==> config.mk <==
export PLATFORM = sky130hd
export DESIGN_NAME = intr_entry_seq
export DESIGN_NICKNAME = d
export VERILOG_FILES = /design/src/rtl/intr_entry_pkg.sv /design/src/rtl/intr_entry_class.sv /design/src/rtl/intr_entry_shadow.sv /design/src/rtl/intr_entry_fsm.sv /design/src/rtl/intr_entry_seq.sv
export SDC_FILE = /design/constraint.sdc
export NUM_CORES = 1
export LEC_CHECK = 0
export BUFFER_PORTS_ARGS = -buffer_cell sky130_fd_sc_hd__clkbuf_2
export CAP_MARGIN = 10
export CORE_AREA = 2 2 375 377
export DETAILED_ROUTE_END_ITERATION = 7
export DIE_AREA = 0 0 377 379
export GPL_TIMING_DRIVEN = 0
export PLACE_DENSITY = 0.35
export REMOVE_ABC_BUFFERS = 1
export SLEW_MARGIN = 20
export SYNTH_ARGS = -nofsm -noshare
export SYNTH_HDL_FRONTEND = slang
export SYNTH_SLANG_ARGS = --single-unit
export TNS_END_PERCENT = 100
==> constraint.sdc <==
create_clock -name clk -period 4.3 [get_ports clk]
set_input_delay 0.645 -clock clk [delete_from_list [all_inputs] [get_ports clk]]
set_output_delay 0.645 -clock clk [all_outputs]
set_load 0.02 [all_outputs]
==> src/rtl/intr_entry_pkg.sv <==
`timescale 1ns/1ps
package intr_entry_pkg;

  typedef enum logic [2:0] {
    ST_IDLE     = 3'd0,
    ST_SAVE     = 3'd1,
    ST_XLATE    = 3'd2,
    ST_FETCH    = 3'd3,
    ST_SHADOW   = 3'd4,
    ST_REDIRECT = 3'd5
  } ie_state_e;

  // machine check code that also sets the mask bit
  localparam int unsigned EXC_MCHK   = 1;
  // exception ranges that capture the faulting word
  localparam int unsigned FC_A_LO    = 12;
  localparam int unsigned FC_A_HI    = 22;
  localparam int unsigned FC_B_LO    = 26;
  localparam int unsigned FC_B_HI    = 28;
  localparam int unsigned SHADOW_N   = 7;
  localparam int unsigned SHADOW_IW  = 3;

endpackage

==> src/rtl/intr_entry_class.sv <==
`timescale 1ns/1ps
module intr_entry_class
  import intr_entry_pkg::*;
#(
  parameter int EXC_W = 5
) (
  input  logic [EXC_W-1:0] exc,
  output logic             fetch_cls,
  output logic             mchk
);

  logic [31:0] ex32;

  always_comb begin
    ex32      = 32'(exc);
    fetch_cls = ((ex32 >= FC_A_LO) && (ex32 <= FC_A_HI)) ||
                ((ex32 >= FC_B_LO) && (ex32 <= FC_B_HI));
    mchk      = (ex32 == EXC_MCHK);
  end

endmodule

==> src/rtl/intr_entry_shadow.sv <==
`timescale 1ns/1ps
module intr_entry_shadow
  import intr_entry_pkg::*;
#(
  parameter int GR_AW = 5,
  parameter int IDX_W = SHADOW_IW
) (
  input  logic             clk,
  input  logic             rst_n,
  input  logic             active,
  output logic [IDX_W-1:0] sh_idx,
  output logic [GR_AW-1:0] gr_idx,
  output logic             sh_last
);

  logic [IDX_W-1:0] cnt_q;
  logic [IDX_W-1:0] cnt_d;
  logic [IDX_W-1:0] slot;

  always_comb begin
    cnt_d = active ? (cnt_q + IDX_W'(1)) : '0;
  end

  always_ff @(posedge clk or negedge rst_n) begin
    if (!rst_n) begin
      cnt_q <= '0;
    end else begin
      cnt_q <= cnt_d;
    end
  end

  // slot k+1 maps to register pair base 8*(slot/2) plus slot parity
  always_comb begin
    slot    = cnt_q + IDX_W'(1);
    gr_idx  = GR_AW'({slot[IDX_W-1:1], 3'b000}) | GR_AW'(slot[0]);
    sh_idx  = cnt_q;
    sh_last = (cnt_q == IDX_W'(SHADOW_N - 1));
  end

endmodule

==> src/rtl/intr_entry_fsm.sv <==
`timescale 1ns/1ps
module intr_entry_fsm
  import intr_entry_pkg::*;
(
  input  logic      clk,
  input  logic      rst_n,
  input  logic      req_valid,
  input  logic      old_q,
  input  logic      old_c,
  input  logic      fetch_cls,
  input  logic      xlate_done,
  input  logic      xlate_hit,
  input  logic      fetch_ack,
  input  logic      sh_last,
  output ie_state_e state,
  output logic      accept
);

  ie_state_e st_q;
  ie_state_e st_d;

  always_comb begin
    st_d   = st_q;
    accept = 1'b0;
    unique case (st_q)
      ST_IDLE: begin
        if (req_valid) begin
          accept = 1'b1;
          st_d   = ST_SAVE;
        end
      end
      ST_SAVE: begin
        if (old_q && fetch_cls) begin
          st_d = old_c ? ST_XLATE : ST_FETCH;
        end else if (old_q) begin
          st_d = ST_SHADOW;
        end else begin
          st_d = ST_REDIRECT;
        end
      end
      ST_XLATE: begin
        if (xlate_done) begin
          st_d = xlate_hit ? ST_FETCH : ST_SHADOW;
        end
      end
      ST_FETCH: begin
        if (fetch_ack) begin
          st_d = ST_SHADOW;
        end
      end
      ST_SHADOW: begin
        if (sh_last) begin
          st_d = ST_REDIRECT;
        end
      end
      ST_REDIRECT: begin
        st_d = ST_IDLE;
      end
      default: begin
        st_d = ST_IDLE;
      end
    endcase
  end

  always_ff @(posedge clk or negedge rst_n) begin
    if (!rst_n) begin
      st_q <= ST_IDLE;
    end else begin
      st_q <= st_d;
    end
  end

  assign state = st_q;

endmodule

==> src/rtl/intr_entry_seq.sv <==
`timescale 1ns/1ps
module intr_entry_seq
  import intr_entry_pkg::*;
#(
  parameter int W         = 32,
  parameter int SPC_W     = 64,
  parameter int EXC_W     = 5,
  parameter int GR_AW     = 5,
  parameter int PSW_Q_BIT = 3,
  parameter int PSW_M_BIT = 4,
  parameter int PSW_C_BIT = 18,
  parameter int PSW_W_BIT = 28,
  parameter int VEC_SHIFT = 5
) (
  input  logic                 clk,
  input  logic                 rst_n,
  input  logic                 req_valid,
  input  logic [EXC_W-1:0]     req_excp,
  output logic                 req_ack,
  input  logic [W-1:0]         psw_cur,
  input  logic [W-1:0]         iaoq_f_cur,
  input  logic [W-1:0]         iaoq_b_cur,
  input  logic [SPC_W-1:0]     iasq_f_cur,
  input  logic [SPC_W-1:0]     iasq_b_cur,
  input  logic [W-1:0]         vec_base,
  output logic [GR_AW-1:0]     gr_rd_idx,
  input  logic [W-1:0]         gr_rd_data,
  output logic                 xlate_req,
  output logic [SPC_W-1:0]     xlate_space,
  output logic [W-1:0]         xlate_vaddr,
  input  logic                 xlate_done,
  input  logic                 xlate_hit,
  input  logic [W-1:0]         xlate_paddr,
  output logic                 fetch_req,
  output logic [W-1:0]         fetch_addr,
  input  logic                 fetch_ack,
  input  logic [W-1:0]         fetch_data,
  output logic                 ipsw_we,
  output logic [W-1:0]         ipsw_wd,
  output logic                 iisq_we,
  output logic [SPC_W/2-1:0]   iisq_f_wd,
  output logic [SPC_W/2-1:0]   iisq_b_wd,
  output logic                 iioq_we,
  output logic [W-1:0]         iioq_f_wd,
  output logic [W-1:0]         iioq_b_wd,
  output logic                 iir_we,
  output logic [W-1:0]         iir_wd,
  output logic                 shadow_we,
  output logic [SHADOW_IW-1:0] shadow_idx,
  output logic [W-1:0]         shadow_wd,
  output logic                 psw_we,
  output logic [W-1:0]         psw_wd,
  output logic                 iaq_we,
  output logic [W-1:0]         new_iaoq_f,
  output logic [W-1:0]         new_iaoq_b,
  output logic [SPC_W-1:0]     new_iasq_f,
  output logic [SPC_W-1:0]     new_iasq_b
);

  localparam int HALF_W = SPC_W / 2;

  ie_state_e        state;
  logic             accept;
  logic             fetch_cls;
  logic             mchk;
  logic             sh_last;
  logic             xl_hit_now;

  logic [EXC_W-1:0] exc_q;
  logic [W-1:0]     psw_q;
  logic [W-1:0]     iaoq_f_q;
  logic [W-1:0]     iaoq_b_q;
  logic [SPC_W-1:0] iasq_f_q;
  logic [SPC_W-1:0] iasq_b_q;
  logic [W-1:0]     vbase_q;
  logic [W-1:0]     fa_q;
  logic [W-1:0]     word_addr;

  // request context, loaded only on acceptance
  always_ff @(posedge clk or negedge rst_n) begin
    if (!rst_n) begin
      exc_q    <= '0;
      psw_q    <= '0;
      iaoq_f_q <= '0;
      iaoq_b_q <= '0;
      iasq_f_q <= '0;
      iasq_b_q <= '0;
      vbase_q  <= '0;
    end else if (accept) begin
      exc_q    <= req_excp;
      psw_q    <= psw_cur;
      iaoq_f_q <= iaoq_f_cur;
      iaoq_b_q <= iaoq_b_cur;
      iasq_f_q <= iasq_f_cur;
      iasq_b_q <= iasq_b_cur;
      vbase_q  <= vec_base;
    end
  end

  assign word_addr  = {iaoq_f_cur[W-1:2], 2'b00};
  assign xl_hit_now = (state == ST_XLATE) && xlate_done && xlate_hit;

  // fetch address: word-aligned offset, replaced by a translated address on a hit
  always_ff @(posedge clk or negedge rst_n) begin
    if (!rst_n) begin
      fa_q <= '0;
    end else if (accept) begin
      fa_q <= word_addr;
    end else if (xl_hit_now) begin
      fa_q <= xlate_paddr;
    end
  end

  intr_entry_class #(.EXC_W(EXC_W)) u_class (
    .exc       (exc_q),
    .fetch_cls (fetch_cls),
    .mchk      (mchk)
  );

  intr_entry_fsm u_fsm (
    .clk        (clk),
    .rst_n      (rst_n),
    .req_valid  (req_valid),
    .old_q      (psw_q[PSW_Q_BIT]),
    .old_c      (psw_q[PSW_C_BIT]),
    .fetch_cls  (fetch_cls),
    .xlate_done (xlate_done),
    .xlate_hit  (xlate_hit),
    .fetch_ack  (fetch_ack),
    .sh_last    (sh_last),
    .state      (state),
    .accept     (accept)
  );

  intr_entry_shadow #(.GR_AW(GR_AW), .IDX_W(SHADOW_IW)) u_shadow (
    .clk     (clk),
    .rst_n   (rst_n),
    .active  (state == ST_SHADOW),
    .sh_idx  (shadow_idx),
    .gr_idx  (gr_rd_idx),
    .sh_last (sh_last)
  );

  // save cycle
  always_comb begin
    ipsw_we   = (state == ST_SAVE);
    ipsw_wd   = psw_q;
    iisq_we   = (state == ST_SAVE);
    iisq_f_wd = iasq_f_q[SPC_W-1:HALF_W];
    iisq_b_wd = iasq_b_q[SPC_W-1:HALF_W];
    iioq_we   = (state == ST_SAVE);
    iioq_f_wd = iaoq_f_q;
    iioq_b_wd = iaoq_b_q;
    psw_we    = (state == ST_SAVE);
    psw_wd    = (W'(1) << PSW_W_BIT) | (mchk ? (W'(1) << PSW_M_BIT) : '0);
  end

  // faulting word capture
  always_comb begin
    xlate_req   = (state == ST_XLATE);
    xlate_space = iasq_f_q;
    xlate_vaddr = {iaoq_f_q[W-1:2], 2'b00};
    fetch_req   = (state == ST_FETCH);
    fetch_addr  = fa_q;
    iir_we      = ((state == ST_XLATE) && xlate_done && !xlate_hit) ||
                  ((state == ST_FETCH) && fetch_ack);
    iir_wd      = (state == ST_FETCH) ? fetch_data : '0;
  end

  // shadow copy and redirect
  always_comb begin
    shadow_we  = (state == ST_SHADOW);
    shadow_wd  = gr_rd_data;
    iaq_we     = (state == ST_REDIRECT);
    req_ack    = (state == ST_REDIRECT);
    new_iaoq_f = vbase_q + (W'(exc_q) << VEC_SHIFT);
    new_iaoq_b = new_iaoq_f + W'(4);
    new_iasq_f = '0;
    new_iasq_b = '0;
  end

endmodule

== After elaboration in Yosys (flattened, before gate mapping) ==
Index checks and enable logic that the tools add are counted.

* Flip-flop bits (word level): 299
* Bits in latches: 0
* Memory bits (writable): 0
* Memory bits (read-only): 0
* Bits of input ports: 363
* Output and inout port bits: 594
* Logic and storage cells: 58
* Memories: 0

* $add $sub $neg: 3
* $mul: 0
* Div/mod/pow operators: 0
* $lt $le $gt $ge: 4
* Equality and inequality tests: 11
* Shifts and indexed selects: 0
* Multiplexer cells: 16
* Bitwise gates (word level): 1
* Reduce and logical (&&, ||, !) cells: 13

{| class="wikitable"
|+ Operators with widths
! kind !! number
|-
| $mux W32 || 3
|-
| $add A32 B10 Y32 || 1
|-
| $add A32 B3 Y32 const B || 1
|-
| $mux W3 || 7
|-
| $pmux W3 S5 || 1
|-
| $le A5 B5 Y1 const B || 2
|-
| $eq A3 B3 Y1 const B || 3
|-
| $logic_and A1 B1 Y1 || 7
|-
| $eq A3 B2 Y1 const B || 2
|-
| $eq A5 B1 Y1 const B || 1
|-
| $ge A5 B4 Y1 const B || 1
|-
| $ge A5 B5 Y1 const B || 1
|-
| $mux W5 || 1
|-
| $or A5 B1 Y5 || 1
|-
| $mux W1 || 4
|-
| $ne A2 B1 Y1 const B || 2
|-
| $ne A2 B2 Y1 const B || 2
|-
| $reduce_and A4 Y1 || 1
|-
| $add A3 B1 Y3 const B || 1
|-
| $eq A3 B1 Y1 const B || 1
|-
| $logic_not A3 Y1 || 1
|-
| $logic_or A1 B1 Y1 || 2
|-
| $reduce_bool A2 Y1 || 1
|-
| $logic_not A1 Y1 || 1
|}

== Logic depth before layout (Yosys ltp) ==
Gate-level depths: netlist of run 1.

* Depth after elaboration: 6
* Depth in mapped cells: 12
* Gate-level depth less buffers: 11

== Hierarchy ==
Synthesis of run 1 repeated with hierarchy kept, for this count alone.

* Cell total of the unflattened synthesis: 1204
* Area, all modules: 13913.3 um^2

{| class="wikitable"
|+ By module, submodules not included
! module !! times used !! cells each !! area each (um^2) !! sequential area each (um^2)
|-
| intr_entry_seq || 1 || 1153 || 13469.2 || 6531.3
|-
| intr_entry_fsm || 1 || 28 || 235.2 || 75.1
|-
| intr_entry_shadow || 1 || 15 || 161.4 || 75.1
|-
| intr_entry_class || 1 || 8 || 47.5 || 0.0
|}

== Worst setup path before layout of run 1 ==
No wires, ideal clock.

* Path type: register -> output
* Start point: reg exc_q[0]
* End point: out new_iaoq_b[30]
* Arrival time: 3.377 ns
* Data required time: 3.655 ns
* Path slack: 0.278 ns
* Cell stages (with the launch flop): 11
* Path buffers: 0
* Cells stage by stage: dfrtp_1 -> ha_1 -> fa_1 -> a211oi_1 -> nor2_2 -> nor2_1 -> nand3_1 -> a2111oi_4 -> nand4_4 -> nor4_4 -> xor2_1

* Cells in the longest elaborated chain, start to end: 2

{| class="wikitable"
|+ Ends and longest elaborated chain
! what !! RTL line !! text
|-
| start: declaration || intr_entry_seq.sv:69 || <nowiki>logic [EXC_W-1:0] exc_q;</nowiki>
|-
| start signal: assignment || intr_entry_seq.sv:90 || <nowiki>exc_q <= req_excp;</nowiki>
|-
| $add A32 B10 Y32 || intr_entry_seq.sv:176 || <nowiki>new_iaoq_f = vbase_q + (W'(exc_q) << VEC_SHIFT);</nowiki>
|-
| net new_iaoq_f[9] || intr_entry_seq.sv:54 || <nowiki>output logic [W-1:0] new_iaoq_f,</nowiki>
|-
| $add A32 B3 Y32 || intr_entry_seq.sv:177 || <nowiki>new_iaoq_b = new_iaoq_f + W'(4);</nowiki>
|-
| end: declaration || intr_entry_seq.sv:55 || <nowiki>output logic [W-1:0] new_iaoq_b,</nowiki>
|}

The timed path passes the listed nets, and every way through them passes these cells.

== Worst setup path in the final report of run 1 ==
* Start point: reg vbase_q[5]
* End point: out new_iaoq_b[23]

* Cells in the longest elaborated chain, start to end: 2

{| class="wikitable"
|+ Ends and longest elaborated chain
! what !! RTL line !! text
|-
| start: declaration || intr_entry_seq.sv:75 || <nowiki>logic [W-1:0] vbase_q;</nowiki>
|-
| start signal: assignment || intr_entry_seq.sv:96 || <nowiki>vbase_q <= vec_base;</nowiki>
|-
| $add A32 B10 Y32 || intr_entry_seq.sv:176 ||
|-
| $add A32 B3 Y32 || intr_entry_seq.sv:177 ||
|}

Every way passes these cells.

==> results of run 1 <==
cell usage in the layout, fill, tap and decap left out, types with 26 or more instances in the layout:
cell,Yosys,final
xnor2_1,32,26
conb_1,2,163
o21ai_0,44,43
nand2_1,694,693
buf_4,271,34
mux2i_1,33,33
clkbuf_2,0,685
clkbuf_16,0,41
dfrtp_1,267,263
and2_1,34,34
what timing repair did:
item / 4_1_cts / 5_1_grt
endpoints found under the hold margin: 14 / 0
gates cloned: 1 / 0
hold buffers: 1 / 0
buffers inserted: 23 / 8
pin swaps: 20 / 11
gates resized for setup: 57 / 30
endpoints found under the setup margin: 21 / 16
layout make-up:
| class | instances | area (sq um) |
|---|---|---|
| Multi-Input combinational cell | 1165 | 5847 |
| Clock buffer | 61 | 1181 |
| Timing Repair Buffer | 743 | 4203 |
| Clock inverter | 11 | 141.4 |
| Tap cell | 1807 | 2261 |
| Sequential cell | 267 | 6686 |
| Antenna cell | 2 | 5.005 |
| Fill cell | 16022 | 118400 |
| Inverter | 24 | 90.09 |
through the flow:
step / total power [W] / util [%] / area, sq um / hold slack [ns] / instances
2_1_floorplan: 0.009463 / - / 12280 / 0.3494 / 1455
3_3_place_gp: 0.01288 / 12.98 / 18030 / 0.4599 / 3959
3_5_place_dp: 0.01311 / 13.28 / 18440 / 0.4613 / 3973
4_1_cts: 0.01714 / 14.59 / 20260 / 0.1567 / 4070
5_1_grt: 0.01806 / 14.70 / 20410 / 0.1882 / 4078
6_report: 0.01672 / 14.70 / 20410 / 0.2350 / 4080
worst max-delay path: cells and delay by family, from the launching register on:
family | cells | cell delay, ns
AO/OA/AOI/OAI | 3 | 0.74
XOR/XNOR | 1 | 0.16
AND/OR/NAND/NOR | 3 | 0.32
buffers and inverters | 3 | 0.53
adder cells (fa/ha/maj) | 2 | 0.62
multiplexers | 1 | 0.36
flip-flops | 1 | 0.38
power breakdown:
group	switching [W]	internal (W)	total [W]
sequential	0.000993	0.00371	0.00470
clock	0.00139	0.00202	0.00341
combinational	0.00588	0.00273	0.00861
per-layer routing:
metal | global-route usage (%) | up-vias | routed length (um)
met2 | 14.49 | 597 | 30600
met5 | 0 | - | 74
met4 | 2.596 | 12 | 1754
met1 | 11.74 | 5947 | 30070
met3 | 3.933 | 90 | 6974
li1 | - | 5910 | -
sequential cells by signal, summed over array words and instances (netlist names):
register / flops
iasq_b_q: 32
vbase_q: 32
iioq_b_wd: 32
exc_q: 5
xlate_space: 64
fetch_addr: 32
iioq_f_wd: 32
u_shadow.sh_idx: 3
u_fsm.state: 3
ipsw_wd: 32
cells by family after synthesis:
family / Yosys count / synth area share, %
and+or+nand+nor: 823 / 24.48
buffers and inverters: 364 / 17.25
DFF: 267 / 47.73
AOI/OAI and AO/OA: 82 / 3.861
xor gates and xnor gates: 52 / 3.253
muxes: 35 / 2.520
adders and majority gates: 9 / 0.8580
other: 2 / 0.05364
worst max-delay path by stage:
stage | slack, ns | end | cells past startpoint
after global placement | -6.99 | fetch_addr[4] | 4
after detailed placement | -0.25 | new_iaoq_b[28] | 11
after floorplan | -1.44 | fetch_addr[10] | 3
after global routing | -0.25 | new_iaoq_b[30] | 11
final | -0.03 | new_iaoq_b[23] | 13
after CTS | -0.17 | new_iaoq_b[30] | 11
==> results.md, run 1 <==
* HP Start: iasq_f_cur[29]
* Initial antenna violation count at 21
* Unique masters post-synth at 66
* Largest net degree at the start of global routing at 71
* LEAKAGE at 11.06 nW
* Crit path from: vbase_q[5]
* Worst EP required at 3.65 ns
* CORE AREA at 138800 sq um
* Cell Pwr Density at 819.2 nW/um^2
* Detailed-placement wirelength estimate at 55.09 mm
* Failing checks: setup timing
* Synth warn at 0
* Run status: complete, but fails checks
* Commonest cells post-synth: nand2_1 (694), buf_4 (271), dfrtp_1 (267), clkbuf_1 (55), o21ai_0 (44)
* Total GRT Usage at 9.331%
* DRC errors left at 0
* Seq/Total Area, Yosys at 47.73%
* Kind of critical path: reg2out
* Fmax at 230.8 MHz
* Port Buffers at 697
* Top_reg_cell synth: dfrtp_1
* Async SR Flop Fraction at 100.0%
* Routability cong. at 0.7531
* Mapped Cells at 1634
* R2R Setup Slk at 1.67 ns
* Critical Path Start Type: flip-flop
* CTS buffer count at 40
* Htree depth at 2
* Worst skew pair latency at 0.59 ns
* Vias in the first global route at 12378
* FF-to-FF Start: u_fsm.state[0]
* Total of max-cap violations at 0
* Worst Skew at 0.01064 ns
* Hold Path End: xlate_space[29]
* Largest fanout on the critical path at 6
* Number of synthesized flops with an enable pin at 0
* P&R area growth vs syn at 45.82%
* Worst Reg-to-Reg Cells at 6
* Global route overflow at 0
* Maximum root-to-sink buffer count at 3
* Max VDD drop at 306.9 uV
* Row count at 137
* Synth top area cells: dfrtp_1 (48%), nand2_1 (19%), buf_4 (15%), mux2i_1 (2.4%), xnor2_1 (2.0%)
* Yosys reg bits at 267
* Initial core utilization at 10.08%
* Syn Std Cell Area at 14000 sq um
* Post-synth top area share at 47.73%
* Global-route wire length before repair at 95.38 mm
* Slowest-stage cell, CP: fa_2
* DR iter-0 viols at 387
* TNS Setup at -0.08868 ns
* Wire per inst at 17.03 um
* Period utilisation layout at 100.8%
* Die area at 142900 sq um
* # clock sinks at 267
* DRT Wirelength at 69.48 mm
* Root Buffer Master: clkbuf_16
* Critical-path cell list: ha_2, fa_2, a211oi_4, nor2_4, o211ai_1, mux2_4, a211oi_4, buf_6, nand4_4, buf_4, nor2_4, xor2_1, buf_4
* # setup viols final at 4
* Synth Area per Inst at 8.568 sq um
* Final hold violation count at 0
* Iteration count of the initial detailed-routing pass at 4
* CTS clk-pin slew, worst paths at 0.05 ns
* Vias at 12556
* Die height at 379 um
* Hold Crit Class: in2reg
* Vias/cell at 3.077
* Endpoint of the worst-slack reg-to-reg timing path: xlate_space[27]
* Yosys top cell by area: dfrtp_1
* Die span in x at 377 um
* Hold path depth at 3
* RSZ-0062 raised after global routing: yes
* Final ANT Viol Nets at 0
* Nets at 2613
* Share of cells above drive strength 1 at 38.18%
* Max_slew headroom at 38.39%
* Critical Path Sink Type: primary output
* CP arrival at 3.69 ns
* CTS tree: built
* Slowest stage delay, CP at 0.41 ns
* Slew at the pin closest to its max-slew limit at 0.9242 ns
* Top-count cell post-synth: nand2_1
* Pins Over Slew Limit at 0
* Tmin final at 4.333 ns
* I/O Pins at 957
* Pre-CTS setup slack at -0.2452 ns
* Final WS setup at -0.03284 ns
Power figures use the tool's default switching activity.
==> inputs of run 2 (changes only) <==
- CORE_AREA: 2 2 375 377 -> 2 2 371 373
- DIE_AREA: 0 0 377 379 -> 0 0 373 375
- PLACE_DENSITY: 0.35 -> 0.36
- REMOVE_ABC_BUFFERS: 1 -> not set
- clock period: 4.3 -> 3.7 ns (I/O delays scaled with it)
==> run 2 against run 1 <==
The run still ends with setup timing left. Utilization increased by 2.1 points. Register-to-register slack got worse by 1.2 ns. Wire length up 3.3%. Critical endpoint is now new_iaoq_b[30]. Largest power group unchanged. Highest routed layer unchanged.
==> results.md, run 2 (synthesis results as in run 1) <==
* Crit path from: vbase_q[5] (unchanged)
* Nets at 2992 (was 2613)
* CTS tree: built (unchanged)
* DRC errors left at 0 (unchanged)
* Port Buffers at 729 (was 697)
* Final hold violation count at 0 (unchanged)
* Endpoint of the worst-slack reg-to-reg timing path: xlate_space[22] (was xlate_space[27])
* P&R area growth vs syn at 63.85% (was 45.82%)
* Run status: complete, but fails checks (unchanged)
* Max VDD drop at 303.2 uV (was 306.9 uV)
* Hold path depth at 3 (unchanged)
* CORE AREA at 136300 sq um (was 138800 sq um)
* Global route overflow at 0 (unchanged)
* LEAKAGE at 12.80 nW (was 11.06 nW)
* Htree depth at 2 (unchanged)
* Most frequent cells in the layout: clkbuf_2 (716), nand2_1 (690), buf_4 (317) (was nand2_1 (693), clkbuf_2 (685), dfrtp_1 (263))
* DRT Wirelength at 71.80 mm (was 69.48 mm)
* Vias at 13469 (was 12556)
* Root Buffer Master: clkbuf_16 (unchanged)
* Total of max-cap violations at 0 (unchanged)
* Share of cells above drive strength 1 at 45.84% (was 38.18%)
* I/O Pins at 957 (unchanged)
* CTS buffer count at 37 (was 40)
* Kind of critical path: reg2out (unchanged)
* Final Util at 16.83% (was 14.70%)
* Row count at 136 (was 137)
* Critical Path Start Type: flip-flop (unchanged)
* Pins Over Slew Limit at 0 (unchanged)
* Initial core utilization at 10.27% (was 10.08%)
* Global-route wire length before repair at 101.0 mm (was 95.38 mm)
* Initial antenna violation count at 8 (was 21)
* Final ANT Viol Nets at 0 (unchanged)
* CTS clk-pin slew, worst paths at 0.06 ns (was 0.05 ns)
* # clock sinks at 267 (unchanged)
* Cell Pwr Density at 893.6 nW/um^2 (was 819.2 nW/um^2)
* Iteration count of the initial detailed-routing pass at 4 (unchanged)
* Detailed-placement wirelength estimate at 58.75 mm (was 55.09 mm)
* FF-to-FF Start: u_fsm.state[2] (was u_fsm.state[0])
* Final WS setup at -0.4711 ns (was -0.03284 ns)
* R2R Setup Slk at 0.48 ns (was 1.67 ns)
* CP arrival at 3.62 ns (was 3.69 ns)
* Layout Cell Area excl Fill at 22940 sq um (was 20410 sq um)
* Failing checks: setup timing (unchanged)
* Routability cong. at 0.7765 (was 0.7531)
* DR iter-0 viols at 402 (was 387)
* RSZ-0062 raised after global routing: yes (unchanged)
* Die span in x at 373 um (was 377 um)
* Cell area after placement at 20700 sq um (was 18440 sq um)
* Placed cell count at 4324 (was 3973)
* Worst Reg-to-Reg Cells at 8 (was 6)
* Maximum root-to-sink buffer count at 3 (unchanged)
* Hold Crit Class: in2reg (unchanged)
* Fmax at 239.7 MHz
* Largest fanout on the critical path at 4 (was 6)
* Die height at 375 um (was 379 um)
* Wire per inst at 16.16 um (was 17.03 um)
* Tot Pwr at 0.02050 W (was 0.01672 W)
* Vias in the first global route at 13815 (was 12378)
* # setup viols final at 22 (was 4)
* Worst EP required at 3.14 ns (was 3.65 ns)
* Worst Skew at 0.01534 ns (was 0.01064 ns)
* Most common cell after layout, fill and taps aside: clkbuf_2 (was nand2_1)
* Max_slew headroom at 30.82% (was 38.39%)
* Largest net degree at the start of global routing at 74 (was 71)
* Max reg flops at 64 (unchanged)
* Slew at the pin closest to its max-slew limit at 1.038 ns (was 0.9242 ns)
* Worst skew pair latency at 0.57 ns (was 0.59 ns)
* Die area at 139900 sq um (was 142900 sq um)
* Crit path capture: new_iaoq_b[30] (was new_iaoq_b[23])
* Tmin final at 4.171 ns
* Period utilisation layout at 112.7%
* WHS at 0.1780 ns (was 0.2350 ns)
* Critical Path Sink Type: primary output (unchanged)
* Cell Count, Final, Fillers Out at 4442 (was 4080)
* Total GRT Usage at 9.925% (was 9.331%)
* Vias/cell at 3.032 (was 3.077)
* Fillers at 15576 (was 16022)
run 2: changes by cell type in the layout (fill, tap and decap cells not counted), sizes merged:
| cell | change |
|---|---|
| clkbuf | +77 |
| buf | +299 |
| inv | +1 |
| clkinvlp | -1 |
| clkinv | -1 |
| a22oi | -1 |
| bufinv | +1 |
run 2: stage by stage:
stage,setup slack [ns],setup TNS (ns)
after floorplan,0.002413,0
after global placement,-4.809,-1295.03
after detailed placement,-0.7675,-8.760
after CTS,-0.5764,-9.114
after global routing,-0.6836,-11.83
final,-0.4711,-7.932
run 2: area by class of cell:
class	count	area (sq um)	share of cell area (%)
Sequential cell	267	6686	29.15
Multi-Input combinational cell	1164	5974	26.05
Timing Repair Buffer	786	4359	19.00
Buffer	340	2344	10.22
Tap cell	1794	2245	9.786
Clock buffer	54	1090	4.751
Clock inverter	11	145.1	0.6327
Inverter	24	90.09	0.3927
Antenna cell	2	5.005	0.02182
run 2: critical path: stages, from the launching register on:
cell       delay [ns]
dfrtp_1          0.41
ha_4             0.18
fa_2             0.40
a211oi_4         0.25
nor2_4           0.07
buf_4            0.14
buf_6            0.12
nor2_4           0.16
nand3_4          0.13
a2111oi_4        0.21
buf_4            0.19
nand4_4          0.20
nor4_4           0.25
xor2_2           0.16
clkbuf_8         0.16
run 2: worst min-delay path by stage:
| stage | end | startpoint | slack [ns] |
|---|---|---|---|
| 3_5_place_dp | iioq_b_wd[17] | iioq_b_wd[17] | 0.46 |
| 2_1_floorplan | exc_q[0] | rst_n | 0.26 |
| 4_1_cts | xlate_space[62] | iasq_f_cur[62] | 0.11 |
| 6_report | xlate_space[62] | iasq_f_cur[62] | 0.18 |
| 5_1_grt | iioq_b_wd[1] | iaoq_b_cur[1] | 0.13 |
| 3_3_place_gp | iasq_b_q[35] | iasq_b_q[35] | 0.46 |
run 2: timing repair:
action,CTS,global route
gates resized for setup,95,54
endpoints found under the setup margin,30,28
buffers inserted,38,13
pin swaps,33,17
hold buffers,1,0
endpoints found under the hold margin,53,0
run 2: per-layer routing:
layer | GRT usage, % | vias to the layer above | wire length, um
li1 | - | 6647 | -
met1 | 12.14 | 6248 | 30080
met2 | 16.79 | 502 | 34450
met3 | 3.114 | 70 | 5619
met4 | 2.508 | 2 | 1645
met5 | 0 | - | 11
run 2: report_power, final:
part	total, W	internal (W)	switching, W
Sequential	0.00548	0.00431	0.00118
Combinational	0.0113	0.00397	0.00731
Clock	0.00374	0.00225	0.00149
